<file path="src/rtl/winsel_pkg.sv">
package winsel_pkg;

    typedef enum logic [2:0] {
        SZ_FULL     = 3'd0,
        SZ_HALF     = 3'd1,
        SZ_HALF_ZM  = 3'd2,
        SZ_QUART    = 3'd3,
        SZ_QUART_ZM = 3'd4
    } size_mode_e;

    // one axis of a source rectangle plus its decimation step (as a power of two)
    typedef struct packed {
        logic [15:0] lo;
        logic [15:0] hi;
        logic [1:0]  step_log2;
    } axis_win_t;

    typedef struct packed {
        logic       flip_h;
        logic       flip_v;
        logic [2:0] mode;
    } sel_cfg_t;

    localparam sel_cfg_t CFG_RESET = '{flip_h: 1'b0, flip_v: 1'b0, mode: 3'd0};

    // rectangle and step for one axis of extent ext (640 or 480)
    function automatic axis_win_t axis_window(input logic [2:0] mode, input int ext);
        axis_win_t w;
        case (mode)
            SZ_HALF: begin
                w.lo = 16'd1;
                w.hi = 16'(ext - 1);
                w.step_log2 = 2'd1;
            end
            SZ_HALF_ZM: begin
                w.lo = 16'(ext / 4 + 1);
                w.hi = 16'((3 * ext) / 4);
                w.step_log2 = 2'd0;
            end
            SZ_QUART: begin
                w.lo = 16'd1;
                w.hi = 16'(ext - 3);
                w.step_log2 = 2'd2;
            end
            SZ_QUART_ZM: begin
                w.lo = 16'(ext / 4 + 1);
                w.hi = 16'((3 * ext) / 4 - 1);
                w.step_log2 = 2'd1;
            end
            default: begin
                w.lo = 16'd1;
                w.hi = 16'(ext);
                w.step_log2 = 2'd0;
            end
        endcase
        return w;
    endfunction

endpackage

</file>
<file path="src/rtl/winsel_cfg_hold.sv">
module winsel_cfg_hold
    import winsel_pkg::*;
(
    input  logic     clk,
    input  logic     rst,
    input  logic     start,
    input  sel_cfg_t cfg_in,
    output sel_cfg_t cfg_eff
);
    sel_cfg_t cfg_act;

    // the frame's first pixel already uses the newly sampled selection
    assign cfg_eff = start ? cfg_in : cfg_act;

    always_ff @(posedge clk) begin
        if (rst) begin
            cfg_act <= CFG_RESET;
        end else if (start) begin
            cfg_act <= cfg_in;
        end
    end
endmodule

</file>
<file path="src/rtl/winsel_axis.sv">
module winsel_axis
    import winsel_pkg::*;
#(
    parameter int CW  = 10,
    parameter int EXT = 640
) (
    input  logic [CW-1:0] coord,
    input  logic          flip,
    input  axis_win_t     win,
    output logic          keep
);
    localparam logic [15:0] MIRROR_BASE = 16'(EXT + 1);

    logic [15:0] c_ext;
    logic [15:0] c_sel;
    logic [15:0] c_off;
    logic [15:0] step_mask;
    logic        in_range;
    logic        on_phase;

    always_comb begin
        c_ext     = 16'(coord);
        c_sel     = flip ? (MIRROR_BASE - c_ext) : c_ext;
        c_off     = c_sel - win.lo;
        step_mask = (16'd1 << win.step_log2) - 16'd1;
        in_range  = (c_sel >= win.lo) && (c_sel <= win.hi);
        on_phase  = (c_off & step_mask) == 16'd0;
        keep      = in_range && on_phase;
    end
endmodule

</file>
<file path="src/rtl/winsel_marker.sv">
module winsel_marker #(
    parameter int DW = 16
) (
    input  logic          clk,
    input  logic          rst,
    input  logic          in_valid,
    input  logic          in_sof,
    input  logic          in_sol,
    input  logic          keep,
    input  logic [DW-1:0] in_data,
    output logic          out_valid,
    output logic          out_sof,
    output logic          out_sol,
    output logic [DW-1:0] out_data
);
    logic frame_start;
    logic line_start;
    logic line_hit;
    logic frame_hit;
    logic first_in_line;
    logic first_in_frame;

    always_comb begin
        frame_start    = in_valid && in_sof;
        line_start     = in_valid && (in_sol || in_sof);
        first_in_line  = keep && (line_start || !line_hit);
        first_in_frame = keep && (frame_start || !frame_hit);
    end

    always_ff @(posedge clk) begin
        if (rst) begin
            line_hit  <= 1'b1;
            frame_hit <= 1'b1;
        end else begin
            if (line_start) begin
                line_hit <= keep;
            end else if (keep) begin
                line_hit <= 1'b1;
            end
            if (frame_start) begin
                frame_hit <= keep;
            end else if (keep) begin
                frame_hit <= 1'b1;
            end
        end
    end

    always_ff @(posedge clk) begin
        if (rst) begin
            out_valid <= 1'b0;
            out_sof   <= 1'b0;
            out_sol   <= 1'b0;
            out_data  <= '0;
        end else begin
            out_valid <= keep;
            out_sof   <= first_in_frame;
            out_sol   <= first_in_line;
            if (keep) begin
                out_data <= in_data;
            end
        end
    end
endmodule

</file>
<file path="src/rtl/image_winsel.sv">
module image_winsel
    import winsel_pkg::*;
#(
    parameter int FRAME_W = 640,
    parameter int FRAME_H = 480,
    parameter int XW      = 10,
    parameter int YW      = 9,
    parameter int DW      = 16
) (
    input  logic          clk,
    input  logic          rst,
    input  logic [2:0]    cfg_mode,
    input  logic          cfg_hflip,
    input  logic          cfg_vflip,
    input  logic          in_valid,
    input  logic          in_sof,
    input  logic          in_sol,
    input  logic [XW-1:0] in_x,
    input  logic [YW-1:0] in_y,
    input  logic [DW-1:0] in_data,
    output logic          out_valid,
    output logic          out_sof,
    output logic          out_sol,
    output logic [DW-1:0] out_data
);
    localparam int NAXES = 2;

    sel_cfg_t  cfg_req;
    sel_cfg_t  cfg_eff;
    axis_win_t win_x;
    axis_win_t win_y;
    logic [NAXES-1:0] axis_keep;
    logic frame_start;
    logic keep;

    assign cfg_req     = '{flip_h: cfg_hflip, flip_v: cfg_vflip, mode: cfg_mode};
    assign frame_start = in_valid && in_sof;

    winsel_cfg_hold u_cfg (
        .clk     (clk),
        .rst     (rst),
        .start   (frame_start),
        .cfg_in  (cfg_req),
        .cfg_eff (cfg_eff)
    );

    assign win_x = axis_window(cfg_eff.mode, FRAME_W);
    assign win_y = axis_window(cfg_eff.mode, FRAME_H);

    winsel_axis #(.CW(XW), .EXT(FRAME_W)) u_axis_x (
        .coord (in_x),
        .flip  (cfg_eff.flip_h),
        .win   (win_x),
        .keep  (axis_keep[0])
    );

    winsel_axis #(.CW(YW), .EXT(FRAME_H)) u_axis_y (
        .coord (in_y),
        .flip  (cfg_eff.flip_v),
        .win   (win_y),
        .keep  (axis_keep[1])
    );

    assign keep = in_valid && (&axis_keep);

    winsel_marker #(.DW(DW)) u_marker (
        .clk       (clk),
        .rst       (rst),
        .in_valid  (in_valid),
        .in_sof    (in_sof),
        .in_sol    (in_sol),
        .keep      (keep),
        .in_data   (in_data),
        .out_valid (out_valid),
        .out_sof   (out_sof),
        .out_sol   (out_sol),
        .out_data  (out_data)
    );
endmodule

</file>
<file path="config.mk">
export PLATFORM = sky130hd
export DESIGN_NAME = image_winsel
export DESIGN_NICKNAME = d
export VERILOG_FILES = /design/src/rtl/winsel_pkg.sv /design/src/rtl/winsel_cfg_hold.sv /design/src/rtl/winsel_axis.sv /design/src/rtl/winsel_marker.sv /design/src/rtl/image_winsel.sv
export SDC_FILE = /design/constraint.sdc
export NUM_CORES = 1
export LEC_CHECK = 0
export CAP_MARGIN = 20
export CORE_AREA = 2 2 66 75
export DETAILED_ROUTE_END_ITERATION = 12
export DIE_AREA = 0 0 68 77
export DONT_BUFFER_PORTS = 1
export GPL_ROUTABILITY_DRIVEN = 1
export GPL_TIMING_DRIVEN = 0
export PLACE_DENSITY = 0.81
export SYNTH_ARGS = -nofsm -noshare
export SYNTH_HDL_FRONTEND = slang
export SYNTH_SLANG_ARGS = --single-unit
</file>
<file path="constraint.sdc">
create_clock -name clk -period 3.2 [get_ports clk]
set_input_delay 0.16 -clock clk [delete_from_list [all_inputs] [get_ports clk]]
set_output_delay 0.16 -clock clk [all_outputs]
set_load 0.01 [all_outputs]
</file>
==> results of run 1 <==
## Yosys cell counts, types with 4 or more instances
cell type	number
nand2b_1	36
ha_1	31
dfxtp_1	26
mux2i_1	19
nor2_1	18
a21oi_1	12
inv_1	12
nand2_1	12
xnor2_1	12
o21ai_0	8
xor2_1	7
buf_6	4
clkbuf_1	4
nand4_1	4
nor3_1	4
o21a_1	4
## cells by family (layout without fill, tap and decap cells)
kind of cell | Yosys count | after routing
xor+xnor | 21 | 21
simple gates | 98 | 98
flops | 26 | 26
compound gates | 54 | 54
mux | 19 | 19
fa+ha+maj | 31 | 31
buf+inv | 22 | 39
## metrics by stage
step	instances	util, %
2_1_floorplan	271	-
3_3_place_gp	327	54.9
3_5_place_dp	327	54.9
4_1_cts	335	57.4
5_1_grt	344	62.4
6_report	344	62.4
## sequential cells by signal, summed over array words and instances (netlist names)
signal              cells
u_marker.out_valid      1
u_marker.out_sol        1
u_marker.line_hit       1
u_marker.out_data      16
u_marker.out_sof        1
u_marker.frame_hit      1
u_cfg.cfg_act           5
## final cells by class
class / instances / share of cell area, %
multi-input combinational: 223 / 68.0
sequential: 26 / 18.6
timing repair buffer: 13 / 3.62
buffer: 10 / 3.12
clock buffer: 3 / 1.47
tap: 56 / 2.50
clock inverter: 1 / 1.07
inverter: 12 / 1.61
## timing repair
| item | in CTS | in global routing |
|---|---|---|
| pin swaps | 4 | 11 |
| buffers inserted | 3 | 9 |
| resized for setup | 3 | 31 |
| endpoints found under the hold margin | 0 | 0 |
| endpoints found under the setup margin | 20 | 21 |
| gates cloned | 1 | 0 |
## report_power, final
part / internal, mW / switching [mW]
Combinational: 0.216 / 0.212
Clock: 0.167 / 0.0989
Sequential: 0.358 / 0.0358
Total: 0.741 / 0.346
## worst max-delay path: cells and delay by family, from the launching register on
kind            cells  cell delay (ns)
compound gates      8             1.56
buf+inv             3             0.50
flops               1             0.31
simple gates        1             0.24
fa+ha+maj           1             0.23
mux                 1             0.17
## final timing paths
kind | from | endpoint | slack (ns) | cells past startpoint
max | u_cfg.cfg_act[3] | u_marker.out_data[3] | 0.14 | 14
min reg2reg | u_marker.line_hit | u_marker.line_hit | 0.48 | 2
min | in_data[6] | u_marker.out_data[6] | 0.04 | 2
max reg2reg | u_cfg.cfg_act[3] | u_marker.out_data[3] | 0.14 | 14
## routing by layer
metal	vias to the layer above	track usage, %	wire, um
li1	989	-	-
met5	-	0	0
met4	0	6.40	113
met3	13	5.43	426
met1	905	22.6	2220
met2	79	34.9	2740
==> metrics.txt, run 1 <==
Seq/Total Area, Yosys=a little over a fifth; layout cells sized above 1=just under 20%; cts hold-fix bufs=0; multi-input logic area=roughly 1900 um2; crit start category=flop; CTS H-Tree Depth=1; synth top area cells=dfxtp_1 22%, ha_1 16%, nand2b_1 9.4%, mux2i_1 7.9%, xnor2_1 4.4%; DRT Wirelength=around 5500 um; clock skew=between 0.0015 and 0.002 ns; Yosys warnings=0; core area=~4500 um2; Max IR drop VDD=about 0.37 mV; Synth cell types=between 50 and 60; crit-path cells=a21boi_4, or2_1, buf_6, o21ai_4, ha_4, o21ai_2, a21oi_1, o211a_1, o311a_1, o211a_1, a2111oi_4, buf_4, buf_4, mux2i_1; die area=about 5200 um2; Post-layout nets=365; Final Critical Period=slightly above 3 ns; site row count=26; critical path's largest stage delay=about 0.32 ns; Syn Area/Cell=around 9 um2; Yosys top cell by area=dfxtp_1; ant diodes=0; Wirelength per Cell=between 15 and 20 um; worst-case clock buffer depth=2; I/O Buffers=0; antenna viol nets, final=0; Worst setup EP type=flop; register area=roughly 520 um2; Layout area overhead=17.0%; pwr/cell area=between 300 and 400 nW/um2; initial antenna violation count=0; fraction of registers with async set or reset after synthesis=0%; most frequent cells in the layout=36 x nand2b_1, 29 x ha_1, 25 x dfxtp_1; DRT Pass-1 Iters=6; HP Class=input pin to flop; final hold vios=0; Vias=1,986; Post-Route Setup TNS=0 ns; Final period util=between 90% and 100%; fin worst setup slack=around 0.14 ns; first-pass GRT wire length=~8300 um; RD Place Congestion=approximately 0.78; Synth Instances=around 270; pin count of the biggest net entering global routing=16; Max Fclk=approximately 330 MHz; Starting DRT DRC Count=between 60 and 70; MaxCap Viol Count=0; total power=around 1.1 mW; Most used DFF post-synth=dfxtp_1; dpl hpwl=around 4200 um; CTS tree=yes; Initial Utilization=a little over half; Overflow after GRT=0; top-area cell type share of the netlist area=a little over a fifth; IO Count=64; Crit Path Max Fanout=6; Post-Synth XOR/XNOR Area=approximately 8.3%; Synth Area in Simple Gates=a little under a quarter; vias in the first global route=1,923; Slew @ Worst Pin=0.395 ns; routed vias/inst=5.77; hold slack=roughly 0.04 ns; critical path's slowest cell=o311a_1; dpl cell area=approximately 2500 um2; Synth Cell Area=2400 um2; Slew Viols, Final=0; post-synthesis adder-cell area fraction=between 15 and 20%; largest family of logic cells by synthesized area=simple AND/OR/NAND/NOR gates; Yosys reg bits=26; clk slew on worst S/H paths=about 0.09 ns; WP data required=between 3 and 4 ns; Chip Height=between 70 and 80 um; post-route cell area=roughly 2800 um2; post-synthesis net count=between 300 and 400; mux contribution to synthesized area=7.94%; gr usage total=roughly a fifth; clock sinks=26; run status=finished clean; compound-cell area share of the yosys netlist=~17%; crit path DAT=approximately 3.3 ns; slew margin rel.=about three quarters; Finish-stage setup viols=0; Die W=a little under 70 um; dpl ws=-0.361 ns; Post-route DRC=0; commonest non-fill, non-tap cell in the layout=nand2b_1; filler cell count=just under 400; critical path type=flop to flop; Leak=roughly 1.2 nW; latest clock arrival within the worst-skew pair=roughly 0.26 ns; CTS Root Cell=clkbuf_8; Post-synth EDFFs=0; CTS buffer count=3
Power figures use the tool's default switching activity.
==> run 2, diff against run 1 <==
Settings changed: CORE_AREA 2 2 66 75 to 2 2 81 90, DIE_AREA 0 0 68 77 to 0 0 83 92, PLACE_DENSITY 0.81 to 0.79, SYNTH_HIERARCHICAL set to 1.
Clock period 3.2 ns to 3.7 ns, I/O delays scaled along.
==> metrics.txt, run 2 <==
Post-layout nets=between 600 and 700; initial antenna violation count=0; placed cells=579; I/O Buffers=0; Reg2Reg Depth=17; Final Critical Period=3.74 ns; top-area cell type share of the netlist area=23.6%; vias in the first global route=3,320; crit-path cells=mux2_4, xor2_1, and2b_2, inv_2, ha_4, and2_1, nor4_4, a31oi_4, xnor2_2, o211ai_1, a211o_1, nor4_2, and3_1, buf_6, buf_12, mux2i_1, nor2_1; Synth Cell Area=between 3000 and 4000 um2; Crit Path Max Fanout=6; fraction of registers with async set or reset after synthesis=0%; FF-to-FF setup slack=-0.04 ns; most numerous cell in the Yosys netlist=inv_1; Buf+Inv Stages, Crit Path=3; first-pass GRT wire length=between 10,000 and 15,000 um; WP data required=between 3 and 4 ns; Synth Instances=~450; antenna viol nets, final=0; Yosys warnings=6; Most used DFF post-synth=dfxtp_1; dpl hpwl=around 6600 um; setup repair after global routing missed its margin=true; CTS buffer count=3; Slew @ Worst Pin=0.507 ns; Finish-stage setup viols=12; Non-Filler Instances=slightly above 600; slew margin rel.=~66%; Max IR drop VDD=0.294 mV; Vias=3,218; pin count of the biggest net entering global routing=16; reg2reg end=u_marker/out_data[6]; final hold vios=0; Leak=between 1.5 and 2 nW; layout cells sized above 1=16.1%; Slew Viols, Final=0; critical path's largest stage delay=0.31 ns; synth top area cells=ha_1 24%, dfxtp_1 14%, inv_1 7.5%, mux2i_1 4.7%, xnor2_1 4.4%; hold path startpoint=in_data[14]; DRT Pass-1 Iters=4; Syn Area/Cell=~8 um2; Yosys top cell by area=ha_1; Post-synth EDFFs=0; synth cell count leaders=72 x inv_1, 68 x ha_1, 36 x nor2_1; filler cell count=about 570; Initial Utilization=~53%; ant diodes=0; core area=6850 um2; largest registers=u_marker/out_data x16, u_cfg/cfg_act x5; WHS Endpoint=u_marker/out_data[14]; CTS H-Tree Depth=1; WHS Path Cells=2; clk slew on worst S/H paths=roughly 0.090 ns; Starting DRT DRC Count=between 50 and 60; crit start category=flop; RD Place Congestion=about 0.85; Wirelength per Cell=14.2 um; MaxCap Viol Count=0; Final period util=101%; clock skew=0.00162 ns; Yosys reg bits=26; Layout area overhead=21.7%; die area=roughly 7600 um2; CTS Root Cell=clkbuf_8; IO Count=64; Overflow after GRT=0; dpl ws=-0.555 ns; Seq/Total Area, Yosys=~14%; critical path's slowest cell=dfxtp_1; failing checks=setup timing; latest clock arrival within the worst-skew pair=approximately 0.27 ns; max FFs per register=16; Post-route DRC=0; critical path type=flop to flop; CTS tree=yes; clock sinks=26; crit path DAT=a little under 4 ns; most frequent cells in the layout=70 x inv_1, 62 x ha_1, 43 x conb_1; Reg with most FFs=u_marker/out_data; CP top delay family=simple AND/OR/NAND/NOR gates; Crit Reg-Reg Startpoint=u_cfg/cfg_act[1]; total power=~1.1 mW; pwr/cell area=between 200 and 300 nW/um2; HP Class=input pin to flop; Chip Height=just over 90 um; Max Fclk=around 270 MHz; Die W=about 83 um; routed vias/inst=roughly 5.3; run status=finished with violations; commonest non-fill, non-tap cell in the layout=inv_1; gr usage total=between 20 and 25%; worst-case clock buffer depth=2; Synth cell types=65; site row count=32; fin worst setup slack=-0.0364 ns; DRT Wirelength=8590 um; Worst setup EP type=flop
run 2: per-stage QoR:
step	setup TNS, ns	hold WS, ns	cell area (um2)	util (%)
2_1_floorplan	0	0.249	3810	-
3_3_place_gp	-6.79	0.251	3920	57.2
3_5_place_dp	-9.25	0.251	3920	57.2
4_1_cts	0	0.0569	4270	62.3
5_1_grt	-2.47	0.0585	4390	64.2
6_report	-0.159	0.0682	4390	64.2
run 2: logic make-up (layout without fill, tap and decap cells):
family          Yosys count  after routing  share of synthesized area [%]
simple gates            135            135                           20.7
compound gates           93             93                           18.4
buf+inv                  80            106                           9.25
fa+ha+maj                70             70                           24.7
flops                    26             26                           14.4
xor+xnor                 25             25                           6.07
mux                      22             23                           6.27
other cells               2             43                          0.208
run 2: repair_timing:
item	CTS	global route
buffers inserted	12	10
hold endpoints to repair	1	0
hold buffers	1	0
gates resized for setup	32	8
pin swaps	18	27
cloned	2	0
setup endpoints to repair	21	21
run 2: worst max-delay path by stage:
stage | startpoint | endpoint | slack, ns | cells after the start
global route | u_cfg/cfg_act[1] | u_marker/out_data[9] | -0.17 | 18
global placement | in_valid | u_marker/out_data[9] | -0.44 | 17
floorplan | in_y[1] | u_marker/out_data[0] | 0.00005 | 18
finish | u_cfg/cfg_act[1] | u_marker/out_data[6] | -0.04 | 17
CTS | u_cfg/cfg_act[2] | u_marker/out_data[6] | 0.008 | 17
detailed placement | in_y[1] | u_marker/out_data[9] | -0.56 | 18
run 2: metal layers:
| layer | wire length [um] | up-vias | GRT usage (%) |
|---|---|---|---|
| met1 | 3350 | 1469 | 22.7 |
| met5 | 0 | - | 0 |
| met2 | 4740 | 47 | 44.1 |
| met3 | 215 | 23 | 2.88 |
| met4 | 288 | 0 | 9.02 |
| li1 | - | 1679 | - |
run 2: power by group:
part           switching, mW  total (mW)  internal (mW)
Clock                 0.0846       0.229          0.145
Combinational          0.330       0.612          0.282
Sequential           0.00154       0.285          0.284
run 2: layout make-up:
type	count	area, um2	share of cell area (%)
Buffer	5	55.1	1.25
Clock buffer	3	41.3	0.940
Clock inverter	1	30.0	0.683
Inverter	73	274	6.24
Multi-Input combinational cell	389	3130	71.2
Sequential cell	26	522	11.9
Tap cell	85	106	2.42
Timing Repair Buffer	24	235	5.35
